===== src/rtl/range_update_pkg.sv =====
package range_update_pkg;

  typedef enum logic [3:0] {
    OP_NONE      = 4'd0,
    OP_CACHE_OFF = 4'd1,
    OP_FLUSH_INV = 4'd2,
    OP_CTL_READ  = 4'd3,
    OP_CTL_WRITE = 4'd4,
    OP_TLB_FLUSH = 4'd5,
    OP_DEF_READ  = 4'd6,
    OP_DEF_WRITE = 4'd7,
    OP_CACHE_ON  = 4'd8
  } rus_op_e;

  typedef enum logic [3:0] {
    ST_IDLE,
    ST_LOCK,
    ST_COFF,
    ST_FLUSH_A,
    ST_CTL_RD,
    ST_CTL_WR,
    ST_TLB_IN,
    ST_DEF_RD,
    ST_DEF_CLR,
    ST_FLUSH_B,
    ST_PAYLOAD,
    ST_TLB_OUT,
    ST_DEF_RST,
    ST_CON,
    ST_CTL_RST
  } rus_state_e;

endpackage


===== src/rtl/rus_next_state.sv =====
module rus_next_state
  import range_update_pkg::*;
(
  input  rus_state_e state_q,
  input  logic       gpe_q,
  input  logic       start,
  input  logic       lock_gnt,
  input  logic       cmd_done,
  input  logic       payload_done,
  output rus_state_e state_n
);

  always_comb begin
    state_n = state_q;
    unique case (state_q)
      ST_IDLE:    if (start)        state_n = ST_LOCK;
      ST_LOCK:    if (lock_gnt)     state_n = ST_COFF;
      ST_COFF:    if (cmd_done)     state_n = ST_FLUSH_A;
      ST_FLUSH_A: if (cmd_done)     state_n = gpe_q ? ST_CTL_RD : ST_TLB_IN;
      ST_CTL_RD:  if (cmd_done)     state_n = ST_CTL_WR;
      ST_CTL_WR:  if (cmd_done)     state_n = ST_TLB_IN;
      ST_TLB_IN:  if (cmd_done)     state_n = ST_DEF_RD;
      ST_DEF_RD:  if (cmd_done)     state_n = ST_DEF_CLR;
      ST_DEF_CLR: if (cmd_done)     state_n = ST_FLUSH_B;
      ST_FLUSH_B: if (cmd_done)     state_n = ST_PAYLOAD;
      ST_PAYLOAD: if (payload_done) state_n = ST_TLB_OUT;
      ST_TLB_OUT: if (cmd_done)     state_n = ST_DEF_RST;
      ST_DEF_RST: if (cmd_done)     state_n = ST_CON;
      ST_CON:     if (cmd_done)     state_n = gpe_q ? ST_CTL_RST : ST_IDLE;
      ST_CTL_RST: if (cmd_done)     state_n = ST_IDLE;
      default:                      state_n = ST_IDLE;
    endcase
  end

endmodule


===== src/rtl/rus_image_store.sv =====
module rus_image_store
  import range_update_pkg::*;
#(
  parameter int DATA_W = 32,
  parameter int TYPE_W = 8,
  parameter int EN_W   = 2,
  parameter int EN_LSB = 10
) (
  input  logic              clk,
  input  logic              rst_n,
  input  rus_state_e        state_q,
  input  logic              cmd_done,
  input  logic [DATA_W-1:0] rdata,
  input  logic              payload_done,
  input  logic              upd_valid,
  input  logic [TYPE_W-1:0] upd_type,
  input  logic [EN_W-1:0]   upd_en,
  output logic [DATA_W-1:0] ctl_q,
  output logic [DATA_W-1:0] def_q
);

  localparam logic [DATA_W-1:0] TYPE_MASK = {{(DATA_W-TYPE_W){1'b0}}, {TYPE_W{1'b1}}};
  localparam logic [DATA_W-1:0] EN_MASK   = {{(DATA_W-EN_W){1'b0}}, {EN_W{1'b1}}} << EN_LSB;
  localparam logic [DATA_W-1:0] CLR_MASK  = TYPE_MASK | EN_MASK;

  logic              ctl_en, def_en, differs;
  logic [DATA_W-1:0] def_d, merged;

  assign differs = (def_q[TYPE_W-1:0] != upd_type) || (def_q[EN_LSB +: EN_W] != upd_en);
  assign merged  = (def_q & ~CLR_MASK) | DATA_W'(upd_type) | (DATA_W'(upd_en) << EN_LSB);

  always_comb begin
    ctl_en = (state_q == ST_CTL_RD) && cmd_done;
    def_en = 1'b0;
    def_d  = def_q;
    if ((state_q == ST_DEF_RD) && cmd_done) begin
      def_en = 1'b1;
      def_d  = rdata;
    end else if ((state_q == ST_PAYLOAD) && payload_done && upd_valid && differs) begin
      def_en = 1'b1;
      def_d  = merged;
    end
  end

  always_ff @(posedge clk or negedge rst_n) begin
    if (!rst_n) begin
      ctl_q <= '0;
      def_q <= '0;
    end else begin
      if (ctl_en) ctl_q <= rdata;
      if (def_en) def_q <= def_d;
    end
  end

endmodule


===== src/rtl/rus_cmd_mux.sv =====
module rus_cmd_mux
  import range_update_pkg::*;
#(
  parameter int DATA_W  = 32,
  parameter int TYPE_W  = 8,
  parameter int EN_W    = 2,
  parameter int EN_LSB  = 10,
  parameter int GPE_BIT = 7
) (
  input  rus_state_e        state_q,
  input  logic [DATA_W-1:0] ctl_q,
  input  logic [DATA_W-1:0] def_q,
  output logic              cmd_valid,
  output rus_op_e           cmd_op,
  output logic [DATA_W-1:0] cmd_wdata
);

  localparam logic [DATA_W-1:0] TYPE_MASK = {{(DATA_W-TYPE_W){1'b0}}, {TYPE_W{1'b1}}};
  localparam logic [DATA_W-1:0] EN_MASK   = {{(DATA_W-EN_W){1'b0}}, {EN_W{1'b1}}} << EN_LSB;
  localparam logic [DATA_W-1:0] CLR_MASK  = TYPE_MASK | EN_MASK;
  localparam logic [DATA_W-1:0] GPE_MASK  = {{(DATA_W-1){1'b0}}, 1'b1} << GPE_BIT;

  always_comb begin
    cmd_valid = 1'b1;
    cmd_op    = OP_NONE;
    cmd_wdata = '0;
    unique case (state_q)
      ST_COFF:                cmd_op = OP_CACHE_OFF;
      ST_FLUSH_A, ST_FLUSH_B: cmd_op = OP_FLUSH_INV;
      ST_CTL_RD:              cmd_op = OP_CTL_READ;
      ST_CTL_WR: begin
        cmd_op    = OP_CTL_WRITE;
        cmd_wdata = ctl_q & ~GPE_MASK;
      end
      ST_TLB_IN, ST_TLB_OUT:  cmd_op = OP_TLB_FLUSH;
      ST_DEF_RD:              cmd_op = OP_DEF_READ;
      ST_DEF_CLR: begin
        cmd_op    = OP_DEF_WRITE;
        cmd_wdata = def_q & ~CLR_MASK;
      end
      ST_DEF_RST: begin
        cmd_op    = OP_DEF_WRITE;
        cmd_wdata = def_q;
      end
      ST_CON:                 cmd_op = OP_CACHE_ON;
      ST_CTL_RST: begin
        cmd_op    = OP_CTL_WRITE;
        cmd_wdata = ctl_q;
      end
      default:                cmd_valid = 1'b0;
    endcase
  end

endmodule


===== src/rtl/range_update_seq.sv =====
module range_update_seq
  import range_update_pkg::*;
#(
  parameter int DATA_W  = 32,
  parameter int TYPE_W  = 8,
  parameter int EN_W    = 2,
  parameter int EN_LSB  = 10,
  parameter int GPE_BIT = 7
) (
  input  logic              clk,
  input  logic              rst_n,
  input  logic              start_i,
  input  logic              gpe_en_i,
  output logic              busy_o,
  output logic              lock_req_o,
  input  logic              lock_gnt_i,
  output logic              cmd_valid_o,
  output logic [3:0]        cmd_op_o,
  output logic [DATA_W-1:0] cmd_wdata_o,
  input  logic              cmd_done_i,
  input  logic [DATA_W-1:0] cmd_rdata_i,
  output logic              payload_go_o,
  input  logic              payload_done_i,
  input  logic              upd_valid_i,
  input  logic [TYPE_W-1:0] upd_type_i,
  input  logic [EN_W-1:0]   upd_en_i
);

  rus_state_e        state_q, state_n;
  logic              state_en, gpe_q, gpe_en;
  logic [DATA_W-1:0] ctl_q, def_q;
  rus_op_e           op;

  rus_next_state u_next (
    .state_q      (state_q),
    .gpe_q        (gpe_q),
    .start        (start_i),
    .lock_gnt     (lock_gnt_i),
    .cmd_done     (cmd_done_i),
    .payload_done (payload_done_i),
    .state_n      (state_n)
  );

  assign state_en = (state_n != state_q);
  assign gpe_en   = (state_q == ST_IDLE) && start_i;

  always_ff @(posedge clk or negedge rst_n) begin
    if (!rst_n) begin
      state_q <= ST_IDLE;
      gpe_q   <= 1'b0;
    end else begin
      if (state_en) state_q <= state_n;
      if (gpe_en)   gpe_q   <= gpe_en_i;
    end
  end

  rus_image_store #(
    .DATA_W (DATA_W), .TYPE_W (TYPE_W), .EN_W (EN_W), .EN_LSB (EN_LSB)
  ) u_img (
    .clk          (clk),
    .rst_n        (rst_n),
    .state_q      (state_q),
    .cmd_done     (cmd_done_i),
    .rdata        (cmd_rdata_i),
    .payload_done (payload_done_i),
    .upd_valid    (upd_valid_i),
    .upd_type     (upd_type_i),
    .upd_en       (upd_en_i),
    .ctl_q        (ctl_q),
    .def_q        (def_q)
  );

  rus_cmd_mux #(
    .DATA_W (DATA_W), .TYPE_W (TYPE_W), .EN_W (EN_W), .EN_LSB (EN_LSB), .GPE_BIT (GPE_BIT)
  ) u_mux (
    .state_q   (state_q),
    .ctl_q     (ctl_q),
    .def_q     (def_q),
    .cmd_valid (cmd_valid_o),
    .cmd_op    (op),
    .cmd_wdata (cmd_wdata_o)
  );

  assign cmd_op_o     = op;
  assign busy_o       = (state_q != ST_IDLE);
  assign lock_req_o   = (state_q != ST_IDLE);
  assign payload_go_o = (state_q == ST_PAYLOAD);

endmodule


===== config.mk =====
export PLATFORM = sky130hd
export DESIGN_NAME = range_update_seq
export DESIGN_NICKNAME = d
export VERILOG_FILES = /design/src/rtl/range_update_pkg.sv /design/src/rtl/rus_next_state.sv /design/src/rtl/rus_image_store.sv /design/src/rtl/rus_cmd_mux.sv /design/src/rtl/range_update_seq.sv
export SDC_FILE = /design/constraint.sdc
export NUM_CORES = 1
export LEC_CHECK = 0
export BUFFER_PORTS_ARGS = -buffer_cell sky130_fd_sc_hd__buf_2
export CAP_MARGIN = 20
export CORE_UTILIZATION = 55
export DETAILED_ROUTE_END_ITERATION = 8
export GPL_TIMING_DRIVEN = 0
export PLACE_DENSITY = 0.82
export SYNTH_ARGS = -nofsm -noshare
export SYNTH_HDL_FRONTEND = slang
export SYNTH_SLANG_ARGS = --single-unit
export TNS_END_PERCENT = 10

===== constraint.sdc =====
create_clock -name clk -period 3 [get_ports clk]
set_clock_uncertainty 0.1 [all_clocks]
set_input_delay 0.15 -clock clk [delete_from_list [all_inputs] [get_ports clk]]
set_output_delay 0.15 -clock clk [all_outputs]
set_load 0.03 [all_outputs]

# ---- Word-level counts from Yosys, hierarchy flattened
# Index checks and enable logic that the tools add are counted.
dict set report word_totals {
  input_bits 50
  ram_bits 0
  latch_bits 0
  romBits 0
  mem_count 0
  reg_bits 69
}
dict set report classes {
  muxes 25
  mul 0
  reduce_logical 16
  n_eq_ne 17
  n_addsub 0
  order_cmp 0
  bitwise_logic 2
  shifts 0
  n_div 0
}
# op count
set op_table {}
lappend op_table {{case mux 32 bit (4 select lines)} 1}
lappend op_table {{2-to-1 mux 32 bit} 2}
lappend op_table {{2-to-1 mux 4 bit} 16}
lappend op_table {{case mux 4 bit (15 select lines)} 1}
lappend op_table {{OR 32 x 12 -> 32 bit} 1}
lappend op_table {{OR 32 x 8 -> 32 bit} 1}
lappend op_table {{case mux 4 bit (8 select lines)} 1}
lappend op_table {{equality test 4 bit (second input constant)} 7}
lappend op_table {{equality test 4 x 3 -> 1 bit (second input constant)} 4}
lappend op_table {{OR reduction 12 bit} 1}
lappend op_table {{equality test 4 x 2 -> 1 bit (second input constant)} 2}
lappend op_table {{!= test 8 bit} 1}
lappend op_table {{OR reduction 2 bit} 4}
lappend op_table {{logical AND 1 bit} 6}
lappend op_table {{equality test 4 x 1 -> 1 bit (second input constant)} 1}
lappend op_table {{zero test 4 bit} 1}
lappend op_table {{!= test 4 bit} 1}
lappend op_table {{nonzero test 4 bit} 1}
lappend op_table {{2-to-1 mux 1 bit} 3}
lappend op_table {{2-to-1 mux 2 bit} 1}
lappend op_table {{!= test 2 bit} 1}
lappend op_table {{AND reduction 2 bit} 1}
lappend op_table {{nonzero test 2 bit} 1}
lappend op_table {{logical OR 1 bit} 1}

# ---- Longest topological paths before layout
# Gate-level depths: netlist of run 1.
dict set report logic_depth {
  depth_word 7
  mapped_depth 7
}

# ---- Hierarchy
# From an unflattened synthesis of run 1, not the netlist that was laid out.
dict set report hier_totals {
  hier_cells 437
  area_unflattened_um2 4155.2
}
# mod cells_each area_per_inst_um2 n_inst
set modules_own_cells {}
lappend modules_own_cells {rus_image_store 239 2738.9 1}
lappend modules_own_cells {rus_cmd_mux 141 947.2 1}
lappend modules_own_cells {rus_next_state 41 280.3 1}
lappend modules_own_cells {range_update_seq 16 188.9 1}

# ---- Least setup slack after synthesis of run 1
# OpenSTA, ideal clock, no wires.
dict set report synth_timing {
  path_kind {flip-flop to output port}
  from {register state_q[3]}
  to {output cmd_op_o[2]}
  path_buffers 2
  setup_slack_ns 0.999
  required_ns 2.750
  t_arrival_ns 1.751
  path_stages_with_launch 5
  cell_sequence {dfrtp_1 -> buf_2 -> buf_1 -> a21oi_1 -> a311oi_1}
}
dict set report synth_between {
  elab_chain_len 3
  word_cells_on_any_way 17
}
# item line
set synth_rtl {}
lappend synth_rtl {{from (decl)} range_update_seq.sv:29} ;# rus_state_e state_q, state_n;
lappend synth_rtl {{from (signal assigned)} range_update_seq.sv:52} ;# if (state_en) state_q <= state_n;
lappend synth_rtl {{equality test 4 x 3 -> 1 bit (tied with other cells)} rus_cmd_mux.sv:27} ;# unique case (state_q)
lappend synth_rtl {{OR reduction 2 bit, on equally long branches} -}
lappend synth_rtl {{case mux 4 bit (8 select lines) (*)} rus_cmd_mux.sv:27}
lappend synth_rtl {{to (decl)} range_update_seq.sv:18} ;# output logic [3:0] cmd_op_o,
# Every way passes the cells marked *; elsewhere a longest branch is shown, timed or not.

# ---- Worst setup path after layout of run 1
dict set report layout_timing {
  from {register state_q[1]}
  to {output cmd_wdata_o[6]}
}
dict set report layout_between {
  elab_chain_len 2
  word_cells_on_any_way 5
}
# item line
set layout_rtl {}
lappend layout_rtl {{equality test 4 bit or equality test 4 x 3 -> 1 bit (tied branches)} rus_cmd_mux.sv:27}
lappend layout_rtl {{case mux 32 bit (4 select lines) (*)} rus_cmd_mux.sv:27}
lappend layout_rtl {{to (decl)} range_update_seq.sv:19} ;# output logic [DATA_W-1:0] cmd_wdata_o,
# Marked as above.

==> flow_summary.toml, run 1 <==
[route]
drt_wl_total_um = 8120
drt-pass1-iter-count = 4
drc_errors = 0
vias = 2749
drtIter0Drc = 120
wl_per_cell_um = 16.6
vias_per_cell = 5.62
ant_nets = 0

[worst_setup_path]
worst-path-buf-inv = 3
crit_path_max_incr_delay_ns = 0.59
cp_top_family = "simple AND/OR/NAND/NOR gates"
critical_path_required_ns = 2.75
r2r-start = "state_q[1]$_DFFE_PN0P_"
r2r_cells = 6
path_max_fanout = 10
rrSetupSlack_ns = 0.89
setup.worst_path.start = "state_q[1]$_DFFE_PN0P_"
cp-end-kind = "output port"
cp-start-kind = "flip-flop"
slowest_stage = "nor2_1"
worstPathArrival_ns = 2.28
crit_type = "reg -> out"
worstPathCellList = "buf_4 > nor2_2 > inv_1 > nor2_1 > a22o_1 > buf_2"
timing.rr.end = "u_img.ctl_q[5]$_DFFE_PN0P_"

[global_routing]
grt_pass1_vias = 2707
antenna_found_initial = 0
grt_busiest_layer = "met2"
overflow = 0
grt_use_met3 = 0.0456
met2_usage = 0.423
grt_pass1_wl_um = 12600
grt_usage = 0.256
use_met1 = 0.328
grt_max_degree = 70

[synth]
synth_adder_area_share = 0
synth_xor_area_frac = 0.0276
syn_area_per_cell_sq_um = 12.7
synth-compound-area-share = 0.137
mappedNetlistArea_sq_mm = 0.00349
yosysSeqAreaShare = 0.494
synth-simple-area-share = 0.0530
synth_seq_cells = 69
synth_mux_area_frac = 0.248
syn_nets = 326
synth_warnings = 0
synth_top_family_by_area = "multiplexers"
ys_types = 42
netlist_instances = 276

[floorplan]
ios = 90
core.rowCount = 28
die_area_sq_mm = 0.00667
core-area_sq_mm = 0.00603
die_w_um = 81.7
dieHeight_um = 81.7
initial_utilization = 0.580

[sta]
fmax_mhz = 396
slew_headroom = 0.427
fin_setup_tns_ns = 0
setup_viol = 0
max_slew.worst_pin.slew_ns = 0.860
period_minus_slack_ns = 2.53
grt_setup_unrepaired = "no"
hold_viol = 0
whs_ns = 0.0508
drv_slew = 0
finalCritPeriodShare = 0.842

[clocking]
htreeDepth = 3
clock_path_buffers = 2
cts_num_sinks = 69
clockRootBuffer = "clkbuf_8"
ctsHoldBuffers = 34
insertion_delay_ns = 0.34
cts_setup_buffers = 0
postCtsResizedCells = 0
cts_tree = "done"
numCtsBuffers = 9
clk_pin_slew_ns = 0.08

[job]
drv_cap = 0

[pwr]
power_density_mw_per_mm2 = 938
leakagePower_nw = 2.15
peakVddDrop_mv = 0.543

[finish]
fillCellCount = 393
nNetsFinal = 459
antenna_cells = 0
drive_gt1_frac = 0.473
area.growth.synth_to_final_pct = 31.5

[outcome]
status = "finished clean"

[worst_hold_path]
hold_end = "gpe_q$_DFFE_PN0P_"
hold_path_class = "in -> reg"
holdPathStages = 3
min_from = "start_i"

[placed_design]
port_buffers = 88
hpwl_um = 5250
gp_congestion = 0.878
per-layer routing:
layer | part of all wire | routed length, um
met4 | 0.020 | 161
met3 | 0.042 | 341
met1 | 0.43 | 3500
met2 | 0.51 | 4120
met5 | 0 | 0
cell usage in the layout (no fill, tap or decap), drive strengths merged, types with 2 or more instances in the layout:
cell,synthesis,layout
mux2i,2,2
mux2,75,75
nand2,7,7
o211ai,3,3
clkinvlp,0,2
and2,3,3
dfrtp,69,69
nor3,3,3
clkinv,0,2
nand3b,2,2
a22o,31,31
nand3,2,2
a211oi,2,2
o31ai,2,2
buf,16,104
nand2b,2,2
dlygate4sd3,0,34
o21ai,7,7
xor2,10,10
inv,4,5
o22ai,2,2
bufinv,0,2
a21oi,3,3
clkbuf,6,15
nor2,9,9
a31oi,2,2
nor4,2,2
a21o,2,2
report_power, final:
| group | switching, mW | total, mW | internal (mW) |
|---|---|---|---|
| Clock | 0.376 | 0.847 | 0.471 |
| Sequential | 0.259 | 1.64 | 1.38 |
| Combinational | 0.984 | 1.82 | 0.833 |
synthesized netlist by cell type:
master    count  area share
and2_0        1      0.0018
a311oi_1      1      0.0025
buf_6         1      0.0032
a32o_1        1      0.0029
o211ai_1      3      0.0064
mux2_2       74        0.24
inv_1         4      0.0043
and2_1        2      0.0036
a31oi_4       1      0.0061
nand4b_1      1      0.0025
o22ai_1       2      0.0036
a211oi_2      1      0.0036
and3b_1       1      0.0025
mux2_1        1      0.0032
dfrtp_1      69        0.49
nor3_1        3      0.0043
nor4_1        2      0.0036
xnor2_1       1      0.0025
a22o_1       31       0.078
nor2_1        7      0.0075
a211oi_1      1      0.0022
a21oi_1       3      0.0043
nor2_2        2      0.0036
nand2_1       7      0.0075
nor2b_1       1      0.0018
o31ai_1       2      0.0043
and4bb_2      1      0.0036
nand2b_1      2      0.0036
buf_1         3      0.0032
nand3_1       2      0.0029
a31oi_1       1      0.0018
buf_2         4      0.0057
xor2_1       10       0.025
a32oi_1       1      0.0025
a21o_1        2      0.0043
nand3b_1      2      0.0043
o21ai_0       7       0.010
buf_4         8       0.017
o32a_1        1      0.0029
mux2i_1       2      0.0057
clkbuf_1      6      0.0064
a22oi_1       1      0.0022
sequential cells by signal, indices dropped and copies added (netlist names):
signal	cells
gpe_q	1
u_img.ctl_q	32
u_img.def_q	32
state_q	4
kinds of logic (layout without fill, tap and decap cells):
kind of cell,count (synthesis),in the layout
AO/OA/AOI/OAI,59,59
XOR/XNOR,11,11
buffers and inverters,26,164
flip-flops,69,69
multiplexers,77,77
AND/OR/NAND/NOR,34,34
through the flow:
stage	area, sq um	power (mW)	util	setup slack [ns]	instances
floorplan	3490	2.97	-	0.999	276
global placement	4030	3.36	0.668	0.845	439
detailed placement	4030	3.44	0.669	0.846	439
CTS	4590	4.32	0.762	0.455	489
global route	4590	4.56	0.762	0.306	489
finish	4590	4.30	0.762	0.473	489
how the worst max path moves through the flow:
stage | endpoint | cells after the start
after floorplan | cmd_op_o[2] | 4
after global routing | cmd_wdata_o[14] | 6
after global placement | cmd_wdata_o[8] | 6
final | cmd_wdata_o[6] | 6
after detailed placement | cmd_wdata_o[23] | 6
after CTS | cmd_wdata_o[23] | 6
cell type report:
type	instances	area [sq um]	share of cell area
tap	75	93.8	0.0204
inverter	4	15.0	0.00327
sequential	69	1730	0.376
clock buffer	9	124	0.0270
multi-input combinational	181	1630	0.354
timing repair buffer	122	783	0.171
buffer	22	125	0.0273
clock inverter	7	97.6	0.0213
worst min-delay path, cell delays in order:
cell	delay, ns
buf_2	0.10
nand3_1	0.06
mux2_2	0.15
(Power assumes the default switching activity.)
==> run 2, diff against run 1 <==
--- a/config.mk
+++ b/config.mk
@@ -7,10 +7,10 @@
 export LEC_CHECK = 0
 export BUFFER_PORTS_ARGS = -buffer_cell sky130_fd_sc_hd__buf_2
 export CAP_MARGIN = 20
-export CORE_UTILIZATION = 55
+export CORE_UTILIZATION = 48
 export DETAILED_ROUTE_END_ITERATION = 8
 export GPL_TIMING_DRIVEN = 0
-export PLACE_DENSITY = 0.82
+export PLACE_DENSITY = 0.76
 export SYNTH_ARGS = -nofsm -noshare
 export SYNTH_HDL_FRONTEND = slang
 export SYNTH_SLANG_ARGS = --single-unit
==> constraint.sdc (replaced) <==
create_clock -name clk -period 2 [get_ports clk]
set_clock_uncertainty 0.1 [all_clocks]
set_input_delay 0.1 -clock clk [delete_from_list [all_inputs] [get_ports clk]]
set_output_delay 0.1 -clock clk [all_outputs]
set_load 0.03 [all_outputs]
==> flow_summary.toml, run 2 (synthesized netlist as in run 1, its figures left out) <==
[finish]
layout_commonest_cell = "mux2_2"
most-common-layout-cells = "74 x mux2_2, 68 x dfrtp_1, 60 x buf_2, 41 x buf_4, 35 x dlygate4sd3_1"
nNetsFinal = 468
largestRegisters = "u_img.ctl_q: 32 flops, u_img.def_q: 32 flops, state_q: 4 flops"
antenna_cells = 0
drive_gt1_frac = 0.525
area.growth.synth_to_final_pct = 41.0
design_area_sq_mm = 0.00492

[pwr]
total_power_mw = 6.94
leakagePower_nw = 2.26
peakVddDrop_mv = 0.801
power_density_mw_per_mm2 = 1410

[route]
drt-pass1-iter-count = 4
ant_nets = 0
wl_met2_um = 4380
wl_per_cell_um = 17.1
drt_wl_total_um = 8860
top_layer = "met4"
drc_errors = 0
wl_met1_um = 3970
drtIter0Drc = 102
vias_per_cell = 5.42
wl_met3_um = 366
vias = 2814

[placed_design]
port_buffers = 88
pre_cts_ws_ns = -0.202
place_area_sq_mm = 0.00406
hpwl_um = 5320
gp_congestion = 0.881

[worst_setup_path]
cp-start-kind = "flip-flop"
path_max_fanout = 9
critical_path_required_ns = 1.80
worstPathArrival_ns = 1.86
cp-end-kind = "output port"
r2r_cells = 6
crit_type = "reg -> out"

[floorplan]
initial_utilization = 0.506
die_area_sq_mm = 0.00762
dieHeight_um = 87.3
die_w_um = 87.3
ios = 90
core.rowCount = 30
core-area_sq_mm = 0.00691

[clocking]
cts_num_sinks = 69
clockRootBuffer = "clkbuf_8"
htreeDepth = 3
insertion_delay_ns = 0.35
cts_tree = "done"
numCtsBuffers = 9
clock_path_buffers = 2
clk_pin_slew_ns = 0.08

[sta]
fin_ws_ns = -0.0564
fin_setup_tns_ns = -0.188
setup_viol = 8
slew_headroom = 0.401
drv_slew = 0
grt_setup_unrepaired = "yes"
whs_ns = 0.0347
fmax_mhz = 486
max_slew.worst_pin.slew_ns = 0.899
period_minus_slack_ns = 2.06
hold_viol = 0
finalCritPeriodShare = 1.03

[global_routing]
grt_pass1_wl_um = 14000
grt_max_degree = 70
grt_usage = 0.241
antenna_found_initial = 0
grt_pass1_vias = 2953
overflow = 0

[worst_hold_path]
holdPathStages = 3
hold_path_class = "in -> reg"

[job]
drv_cap = 0

[outcome]
violations = "negative setup slack"
status = "complete, but fails checks"
run 2: cell count changes in the layout (fill, tap and decap cells not counted), sizes merged:
cell / before / now
clkinv: 2 / 1
nor2: 9 / 10
inv: 5 / 4
dlygate4sd3: 34 / 35
buf: 104 / 111
clkbuf: 15 / 17
run 2: path summary, 6_finish.rpt:
path                                                   end                  startpoint  slack, ns
worst max-delay path                       cmd_wdata_o[10]      state_q[0]$_DFFE_PN0P_      -0.06
worst max register to register           gpe_q$_DFFE_PN0P_      state_q[0]$_DFFE_PN0P_       0.04
worst min register to register  u_img.ctl_q[8]$_DFFE_PN0P_  u_img.ctl_q[8]$_DFFE_PN0P_       0.39
min in group asynchronous       u_img.ctl_q[4]$_DFFE_PN0P_                       rst_n       0.30
worst min-delay path            u_img.def_q[4]$_DFFE_PN0P_               upd_type_i[4]       0.03
max in group asynchronous           state_q[3]$_DFFE_PN0P_                       rst_n       0.83
run 2: through the flow:
step / util / instances
after floorplan: - / 276
after global placement: 0.587 / 460
after detailed placement: 0.587 / 460
after CTS: 0.694 / 510
after global routing: 0.713 / 519
final: 0.713 / 519
run 2: layer usage:
layer  GRT usage  vias up
met5           0        -
met2       0.411       79
met3      0.0398       13
li1            -     1310
met1       0.305     1412
met4       0.101        0
run 2: report_power, final:
group	leakage (nW)	switching, mW	internal (mW)
Sequential	0.845	0.401	2.07
Clock	0.116	0.551	0.773
Combinational	1.30	1.60	1.54
Total	2.26	2.55	4.39
run 2: worst max-delay path, cell delays in order, from the launching register on:
cell and delay [ns]:
dfrtp_1 0.37, buf_6 0.14, nor2_4 0.18, clkinvlp_4 0.21, nor2_4 0.25, a22o_1 0.21
buf_6 0.14
run 2: final cells by class:
class	count	area, sq um
fillers	544	1980
multi-input cells	182	1680
inverters	4	18.8
repair buffers	131	961
plain buffers	21	178
flip-flops and latches	69	1730
clock inverters	5	81.3
well taps	96	120
clock buffers	11	151
run 2: what timing repair did:
action,CTS,global route
hold endpoints to repair,124,0
endpoints found under the setup margin,88,92
pin swaps,1,7
gates resized for setup,59,19
setup buffers,0,8
cloned,0,1
hold buffers,35,0
